$ cat src/rtl/gpio_ovr_pkg.sv
package gpio_ovr_pkg;

  localparam int unsigned ADDR_W = 2;

  localparam logic [ADDR_W-1:0] A_DIR = 2'd0;
  localparam logic [ADDR_W-1:0] A_OUT = 2'd1;
  localparam logic [ADDR_W-1:0] A_PIN = 2'd2;

  // pull-up request from registers alone
  function automatic logic pu_from_regs(input logic dir_b, input logic out_b,
                                        input logic pud);
    return (!dir_b) && out_b && (!pud);
  endfunction

  // generic override selector
  function automatic logic pick(input logic ovr_en, input logic ovr_val,
                                input logic dflt);
    return ovr_en ? ovr_val : dflt;
  endfunction

  // driven level with driver gating
  function automatic logic lvl_gate(input logic oe, input logic lvl);
    return oe & lvl;
  endfunction

endpackage

$ cat src/rtl/gpio_ovr_regs.sv
module gpio_ovr_regs
  import gpio_ovr_pkg::*;
#(
  parameter int unsigned W = 8
) (
  input  logic              clk,
  input  logic              rst_n,
  input  logic              wr,
  input  logic [ADDR_W-1:0] addr,
  input  logic [W-1:0]      wdata,
  input  logic [W-1:0]      tgl_req,
  output logic [W-1:0]      dir_q,
  output logic [W-1:0]      out_q,
  output logic              out_load,
  output logic              out_flip,
  output logic              tgl_apply
);

  logic dir_load;
  logic [W-1:0] out_next;

  assign dir_load  = wr && (addr == A_DIR);
  assign out_load  = wr && (addr == A_OUT);
  assign out_flip  = wr && (addr == A_PIN);
  assign tgl_apply = !(out_load || out_flip) && (|tgl_req);

  always_comb begin
    if (out_load)       out_next = wdata;
    else if (out_flip)  out_next = out_q ^ wdata;
    else                out_next = out_q ^ tgl_req;
  end

  always_ff @(posedge clk or negedge rst_n) begin
    if (!rst_n) begin
      dir_q <= '0;
      out_q <= '0;
    end else begin
      if (dir_load) dir_q <= wdata;
      out_q <= out_next;
    end
  end

endmodule

$ cat src/rtl/gpio_ovr_pinmux.sv
module gpio_ovr_pinmux
  import gpio_ovr_pkg::*;
#(
  parameter int unsigned W = 8
) (
  input  logic [W-1:0] dir_q,
  input  logic [W-1:0] out_q,
  input  logic         pullup_off,
  input  logic         sleep_mode,
  input  logic [W-1:0] ovr_pu_en,
  input  logic [W-1:0] ovr_pu_val,
  input  logic [W-1:0] ovr_dir_en,
  input  logic [W-1:0] ovr_dir_val,
  input  logic [W-1:0] ovr_lvl_en,
  input  logic [W-1:0] ovr_lvl_val,
  input  logic [W-1:0] ovr_ie_en,
  input  logic [W-1:0] ovr_ie_val,
  output logic [W-1:0] oe,
  output logic [W-1:0] lvl,
  output logic [W-1:0] pu,
  output logic [W-1:0] ie
);

  for (genvar i = 0; i < W; i++) begin : g_pin
    logic oe_b;
    assign oe_b   = pick(ovr_dir_en[i], ovr_dir_val[i], dir_q[i]);
    assign oe[i]  = oe_b;
    assign lvl[i] = lvl_gate(oe_b, pick(ovr_lvl_en[i], ovr_lvl_val[i], out_q[i]));
    assign pu[i]  = pick(ovr_pu_en[i], ovr_pu_val[i],
                         pu_from_regs(dir_q[i], out_q[i], pullup_off));
    assign ie[i]  = pick(ovr_ie_en[i], ovr_ie_val[i], !sleep_mode);
  end

endmodule

$ cat src/rtl/gpio_ovr_sync.sv
module gpio_ovr_sync #(
  parameter int unsigned W      = 8,
  parameter int unsigned STAGES = 2
) (
  input  logic         clk,
  input  logic         rst_n,
  input  logic [W-1:0] d,
  output logic [W-1:0] q
);

  logic [W-1:0] stg [STAGES];

  always_ff @(posedge clk or negedge rst_n) begin
    if (!rst_n) begin
      for (int k = 0; k < STAGES; k++) stg[k] <= '0;
    end else begin
      stg[0] <= d;
      for (int k = 1; k < STAGES; k++) stg[k] <= stg[k-1];
    end
  end

  assign q = stg[STAGES-1];

endmodule

$ cat src/rtl/gpio_ovr_port.sv
module gpio_ovr_port
  import gpio_ovr_pkg::*;
#(
  parameter int unsigned W = 8
) (
  input  logic              clk,
  input  logic              rst_n,
  input  logic              bus_wr,
  input  logic [ADDR_W-1:0] bus_addr,
  input  logic [W-1:0]      bus_wdata,
  output logic [W-1:0]      bus_rdata,
  input  logic              pullup_off,
  input  logic              sleep_mode,
  input  logic [W-1:0]      ovr_pu_en,
  input  logic [W-1:0]      ovr_pu_val,
  input  logic [W-1:0]      ovr_dir_en,
  input  logic [W-1:0]      ovr_dir_val,
  input  logic [W-1:0]      ovr_lvl_en,
  input  logic [W-1:0]      ovr_lvl_val,
  input  logic [W-1:0]      ovr_tgl_en,
  input  logic [W-1:0]      ovr_ie_en,
  input  logic [W-1:0]      ovr_ie_val,
  input  logic [W-1:0]      pad_in,
  output logic [W-1:0]      pad_oe,
  output logic [W-1:0]      pad_out,
  output logic [W-1:0]      pad_pu,
  output logic [W-1:0]      pad_ie,
  output logic [W-1:0]      raw_in
);

  logic [W-1:0] dir_q, out_q, pin_sync, gated_in;
  logic         out_load, out_flip, tgl_apply;

  gpio_ovr_regs #(.W(W)) u_regs (
    .clk(clk), .rst_n(rst_n), .wr(bus_wr), .addr(bus_addr), .wdata(bus_wdata),
    .tgl_req(ovr_tgl_en), .dir_q(dir_q), .out_q(out_q),
    .out_load(out_load), .out_flip(out_flip), .tgl_apply(tgl_apply)
  );

  gpio_ovr_pinmux #(.W(W)) u_mux (
    .dir_q(dir_q), .out_q(out_q), .pullup_off(pullup_off), .sleep_mode(sleep_mode),
    .ovr_pu_en(ovr_pu_en), .ovr_pu_val(ovr_pu_val),
    .ovr_dir_en(ovr_dir_en), .ovr_dir_val(ovr_dir_val),
    .ovr_lvl_en(ovr_lvl_en), .ovr_lvl_val(ovr_lvl_val),
    .ovr_ie_en(ovr_ie_en), .ovr_ie_val(ovr_ie_val),
    .oe(pad_oe), .lvl(pad_out), .pu(pad_pu), .ie(pad_ie)
  );

  assign gated_in = pad_in & pad_ie;
  assign raw_in   = gated_in;

  gpio_ovr_sync #(.W(W), .STAGES(2)) u_sync (
    .clk(clk), .rst_n(rst_n), .d(gated_in), .q(pin_sync)
  );

  always_comb begin
    unique case (bus_addr)
      A_DIR:   bus_rdata = dir_q;
      A_OUT:   bus_rdata = out_q;
      A_PIN:   bus_rdata = pin_sync;
      default: bus_rdata = '0;
    endcase
  end

endmodule

$ cat config.mk
export PLATFORM = sky130hd
export DESIGN_NAME = gpio_ovr_port
export DESIGN_NICKNAME = d
export VERILOG_FILES = /design/src/rtl/gpio_ovr_pkg.sv /design/src/rtl/gpio_ovr_regs.sv /design/src/rtl/gpio_ovr_pinmux.sv /design/src/rtl/gpio_ovr_sync.sv /design/src/rtl/gpio_ovr_port.sv
export SDC_FILE = /design/constraint.sdc
export NUM_CORES = 1
export LEC_CHECK = 0
export ABC_AREA = 1
export ABC_CLOCK_PERIOD_IN_PS = 1100
export BUFFER_PORTS_ARGS = -buffer_cell sky130_fd_sc_hd__buf_2
export CORE_ASPECT_RATIO = 0.7
export CORE_MARGIN = 2
export CORE_UTILIZATION = 40
export DETAILED_ROUTE_END_ITERATION = 10
export HOLD_SLACK_MARGIN = 0.1
export PLACE_DENSITY_LB_ADDON = 0.2
export SETUP_SLACK_MARGIN = 0.1
export SYNTH_ARGS = -nofsm -noshare
export SYNTH_HDL_FRONTEND = slang
export SYNTH_SLANG_ARGS = --single-unit
$ cat constraint.sdc
create_clock -name clk -period 1.1 [get_ports clk]
set_clock_uncertainty 0.1 [all_clocks]
set_input_delay 0.11 -clock clk [delete_from_list [all_inputs] [get_ports clk]]
set_output_delay 0.11 -clock clk [all_outputs]
set_load 0.01 [all_outputs]
Yosys cells after proc, flatten, opt, wreduce, memory -nomap -nowiden
Cells that the tools add are included.
- input port bits: 95
- word-level logic and storage cells: 82
- flip-flop bits (word level): 32
- reduce and logical (&&, ||, !) cells: 30
- bitwise gates (word level): 11
- mux-type cells: 35
- eq/ne operators: 2
- operator list (operator ; number):
    1-bit 2-to-1 mux ; 32
    8-bit case mux with 3 select lines ; 1
    1-bit logical AND ; 19
    8-bit 2-to-1 mux ; 2
    8-bit bitwise XOR ; 2
    1-bit logical NOT ; 10
    1-bit bitwise AND ; 8
    8-bit bitwise AND ; 1
    2-bit by 1-bit equality test with 1-bit output, second input constant ; 1
    2-bit equality test, second input constant ; 1
    2-bit logical NOT ; 1

Logic depth before layout (Yosys ltp)
- word-level depth: 4
- gate-level depth with buffers: 7
- depth with buffers taken out: 7

Hierarchy
A second synthesis with hierarchy kept.
- cells, all modules: 344
- area total of the unflattened synthesis: 2288.4 µm²
- modules (own cells, without submodules) (module ; cells an instance ; sequential area each (µm²) ; area each (µm²) ; times used):
    gpio_ovr_regs ; 129 ; 400.4 ; 972.2 ; 1
    gpio_ovr_pinmux ; 138 ; 0.0 ; 608.1 ; 1
    gpio_ovr_sync ; 24 ; 400.4 ; 460.4 ; 1
    gpio_ovr_port ; 53 ; 0.0 ; 247.7 ; 1

Worst setup path after synthesis
No wires, ideal clock.
- path type: register to output
- start: register u_regs.dir_q[0]
- end: output port pad_pu[0]
- path buffers: 0
- cell stages (with the launch flop): 4
- data required time: 0.890 ns
- data arrival time: 0.782 ns
- setup slack: 0.108 ns
- path through: dfrtp_1 -> inv_1 -> nand3_1 -> o21ai_0
- cells in the longest elaborated chain, start to end: 4
- ends and longest elaborated chain (item ; RTL line ; source):
    start, declared ; gpio_ovr_regs.sv:12 ; output logic [W-1:0] dir_q,
    start signal, assigned ; gpio_ovr_regs.sv:38 ; if (dir_load) dir_q <= wdata;
    1-bit logical NOT ; gpio_ovr_pkg.sv:12 ; return (!dir_b) && out_b && (!pud);
    1-bit logical AND (2 in series) ; gpio_ovr_pkg.sv:12 ;
    1-bit 2-to-1 mux ; gpio_ovr_pkg.sv:18 ; return ovr_en ? ovr_val : dflt;
    end, declared ; gpio_ovr_port.sv:26 ; output logic [W-1:0] pad_pu,
Every way passes these cells.

Worst setup path after layout
- start: register u_regs.dir_q[3]
- end: output port pad_pu[3]
The elaborated chain is that of the path after synthesis.

==> reports/results.txt <==
Sequential area share after synthesis = 0.3825
Mapped Nets = 390
Fraction of final layout cells sized beyond drive strength 1 = 0.5580
Vias = 2663
Final instance area = 0.003622 mm^2
Initial antenna violation count = 0
Final Cycle Share = 1.225
Hold Buf Count CTS = 17
Fill cells = 382
Synthesized area = 0.002093 mm^2
CP Class = reg -> out
CTS tree = built
# diodes = 0
Fin util = 0.7372
I/O Buffers = 142
R2R depth = 5
Pre-antenna DRT Iters = 4
Gate Count Post-Synth = 295
Crit path DAT = 1.14 ns
Number of global-route vias before repair = 2394
Final hold violations = 3
Nets = 585
Gr ovfl total = 0
Hold Path Cell Cnt = 3
Htree depth = 2
RSZ-0062 raised after global routing = true
Clk slew on worst S/H paths = 0.07 ns
Final WL = 7083 um
Worst hold path class = in -> reg
Worst-path fanout max = 3
Max VDD drop = 0.7385 mV
FP Rows = 21
Max-cap violations = 0
Period minus WS final = 1.347 ns
Status = complete, but fails checks
Peak Freq = 742.3 MHz
Total GRT Usage = 0.2316
Starting density of the core = 0.4260
Die extent in x = 90.47 um
Synthesis-to-finish area growth = 73.04%
Final Hold Slack = -0.05970 ns
Slew HR = 0.8203
Worst skew pair latency = 0.28 ns
PwrDens = 1154 mW/mm^2
Drt drc = 0
Tightest Pin Transition = 0.2692 ns
DRT iter0 DRCs = 110
Pwr Total = 4.179 mW
Unique cell type count in the Yosys netlist = 23
Max Root-Sink Buffers = 2
Ports = 143
Die area = 0.005837 mm^2
First-pass GRT wire length = 10720 um
CTS sink count = 32
Crit end category = primary output
Startpoint Class = register
Max-slew violation count = 0
Core Region = 0.004913 mm^2
CTS Root Cell = clkbuf_8
Post-Place Cell Area = 0.002903 mm^2
Num CTS Buffers = 5
Largest net degree at the start of global routing = 33
Via/cell ratio = 4.755
Worst Slack Setup Final = -0.2472 ns
Die height = 64.53 um
Dpl hpwl = 4764 um
ANT nets after route = 0
Setup violators final = 32
Synth Register Bits = 32
CP Data Required Time = 0.89 ns
Synth warn = 0
Failing checks = hold timing, setup timing
Syn avg cell area = 7.096 um^2
WL per Instance = 12.65 um
GPL Wtd Cong = 0.7978
Leakage = 2.109 nW
-- worst max-delay path, cell delays in order, from the launching register on --
cell and delay [ns]:
dfrtp_1 0.39, inv_2 0.08, nand3_1 0.08, o21ai_1 0.14
buf_2 0.15
-- layout make-up --
type / count / area, um^2 / share of cell area
Clock buffer: 6 / 72.57 / 0.02003
Clock inverter: 2 / 35.03 / 0.009672
Inverter: 53 / 206.4 / 0.05699
Multi-Input combinational cell: 198 / 1180 / 0.3257
Sequential cell: 32 / 800.8 / 0.2211
Tap cell: 69 / 86.33 / 0.02383
Timing Repair Buffer: 200 / 1241 / 0.3427
-- synth_stat cells (all sizes together) --
| cell | n | area share |
|---|---|---|
| nand3 | 25 | 0.066 |
| nor2 | 19 | 0.051 |
| dfrtp | 32 | 0.38 |
| a21oi | 8 | 0.033 |
| buf | 10 | 0.041 |
| o21ai | 32 | 0.077 |
| nand4 | 8 | 0.024 |
| o211ai | 8 | 0.038 |
| clkinv | 1 | 0.0042 |
| nand2 | 98 | 0.18 |
| inv | 52 | 0.094 |
| clkbuf | 2 | 0.0054 |
-- repair_timing --
action	in CTS	in global routing
gates resized for setup	51	50
pin swaps	15	26
endpoints found under the setup margin	32	47
buffers inserted	15	16
hold endpoints to repair	56	8
-- registers in the layout (all words and copies together) (netlist names) --
signal	flops
u_regs.out_q	8
u_sync.stg	8
u_sync.q	8
u_regs.dir_q	8
-- final timing paths --
| path | from | to | slack, ns |
|---|---|---|---|
| worst max-delay path | u_regs.dir_q[3] | pad_pu[3] | -0.25 |
| worst min-delay path | pad_in[6] | u_sync.stg[14] | -0.06 |
| worst max register to register | u_regs.dir_q[7] | u_regs.dir_q[7] | 0.01 |
| worst min register to register | u_sync.stg[15] | u_sync.q[7] | 0.25 |
| max in group asynchronous | rst_n | u_regs.dir_q[1] | 0.53 |
| min in group asynchronous | rst_n | u_sync.stg[8] | 0.20 |
-- placed cells by master, fill, tap and decap left out, drive strengths merged --
master	instances
buf	182
nand2	98
inv	52
dfrtp	32
o21ai	32
nand3	25
nor2	19
dlygate4sd3	16
nand4	8
a21oi	8
o211ai	8
clkbuf	7
clkinv	2
bufinv	1
dlymetal6s4s	1
-- logic make-up after synthesis --
family	synth area share
AOI/OAI and AO/OA	0.1482
buffers and inverters	0.1453
DFF	0.3825
and+or+nand+nor	0.3240
-- report_power, final --
group / switching, mW / internal (mW) / total (mW) / leakage (nW)
sequential: 0.114 / 1.32 / 1.44 / 0.382
combinational: 0.814 / 0.820 / 1.63 / 1.67
clock: 0.437 / 0.672 / 1.11 / 0.0552
-- metal layers --
layer / track usage / up-vias / routed length [um]
met2: 0.3890 / 142 / 3445
met4: 0.06731 / 0 / 85
met3: 0.05698 / 10 / 646
met1: 0.2989 / 1191 / 2906
met5: 0 / - / 0
li1: - / 1320 / -
-- per-stage QoR --
stage          std cells  setup WS [ns]  TNS, ns  hold WS [ns]
6_report             560        -0.2472   -5.171      -0.05970
4_1_cts              547        -0.2420   -4.853      -0.06759
5_1_grt              560        -0.3191   -7.427      -0.06368
2_1_floorplan        295         0.1080        0       -0.2856
3_3_place_gp         507       -0.08054  -0.6135      -0.02226
3_5_place_dp         507       -0.09567  -0.6915      -0.02117
No activity file was read; power rests on OpenSTA's default activity.
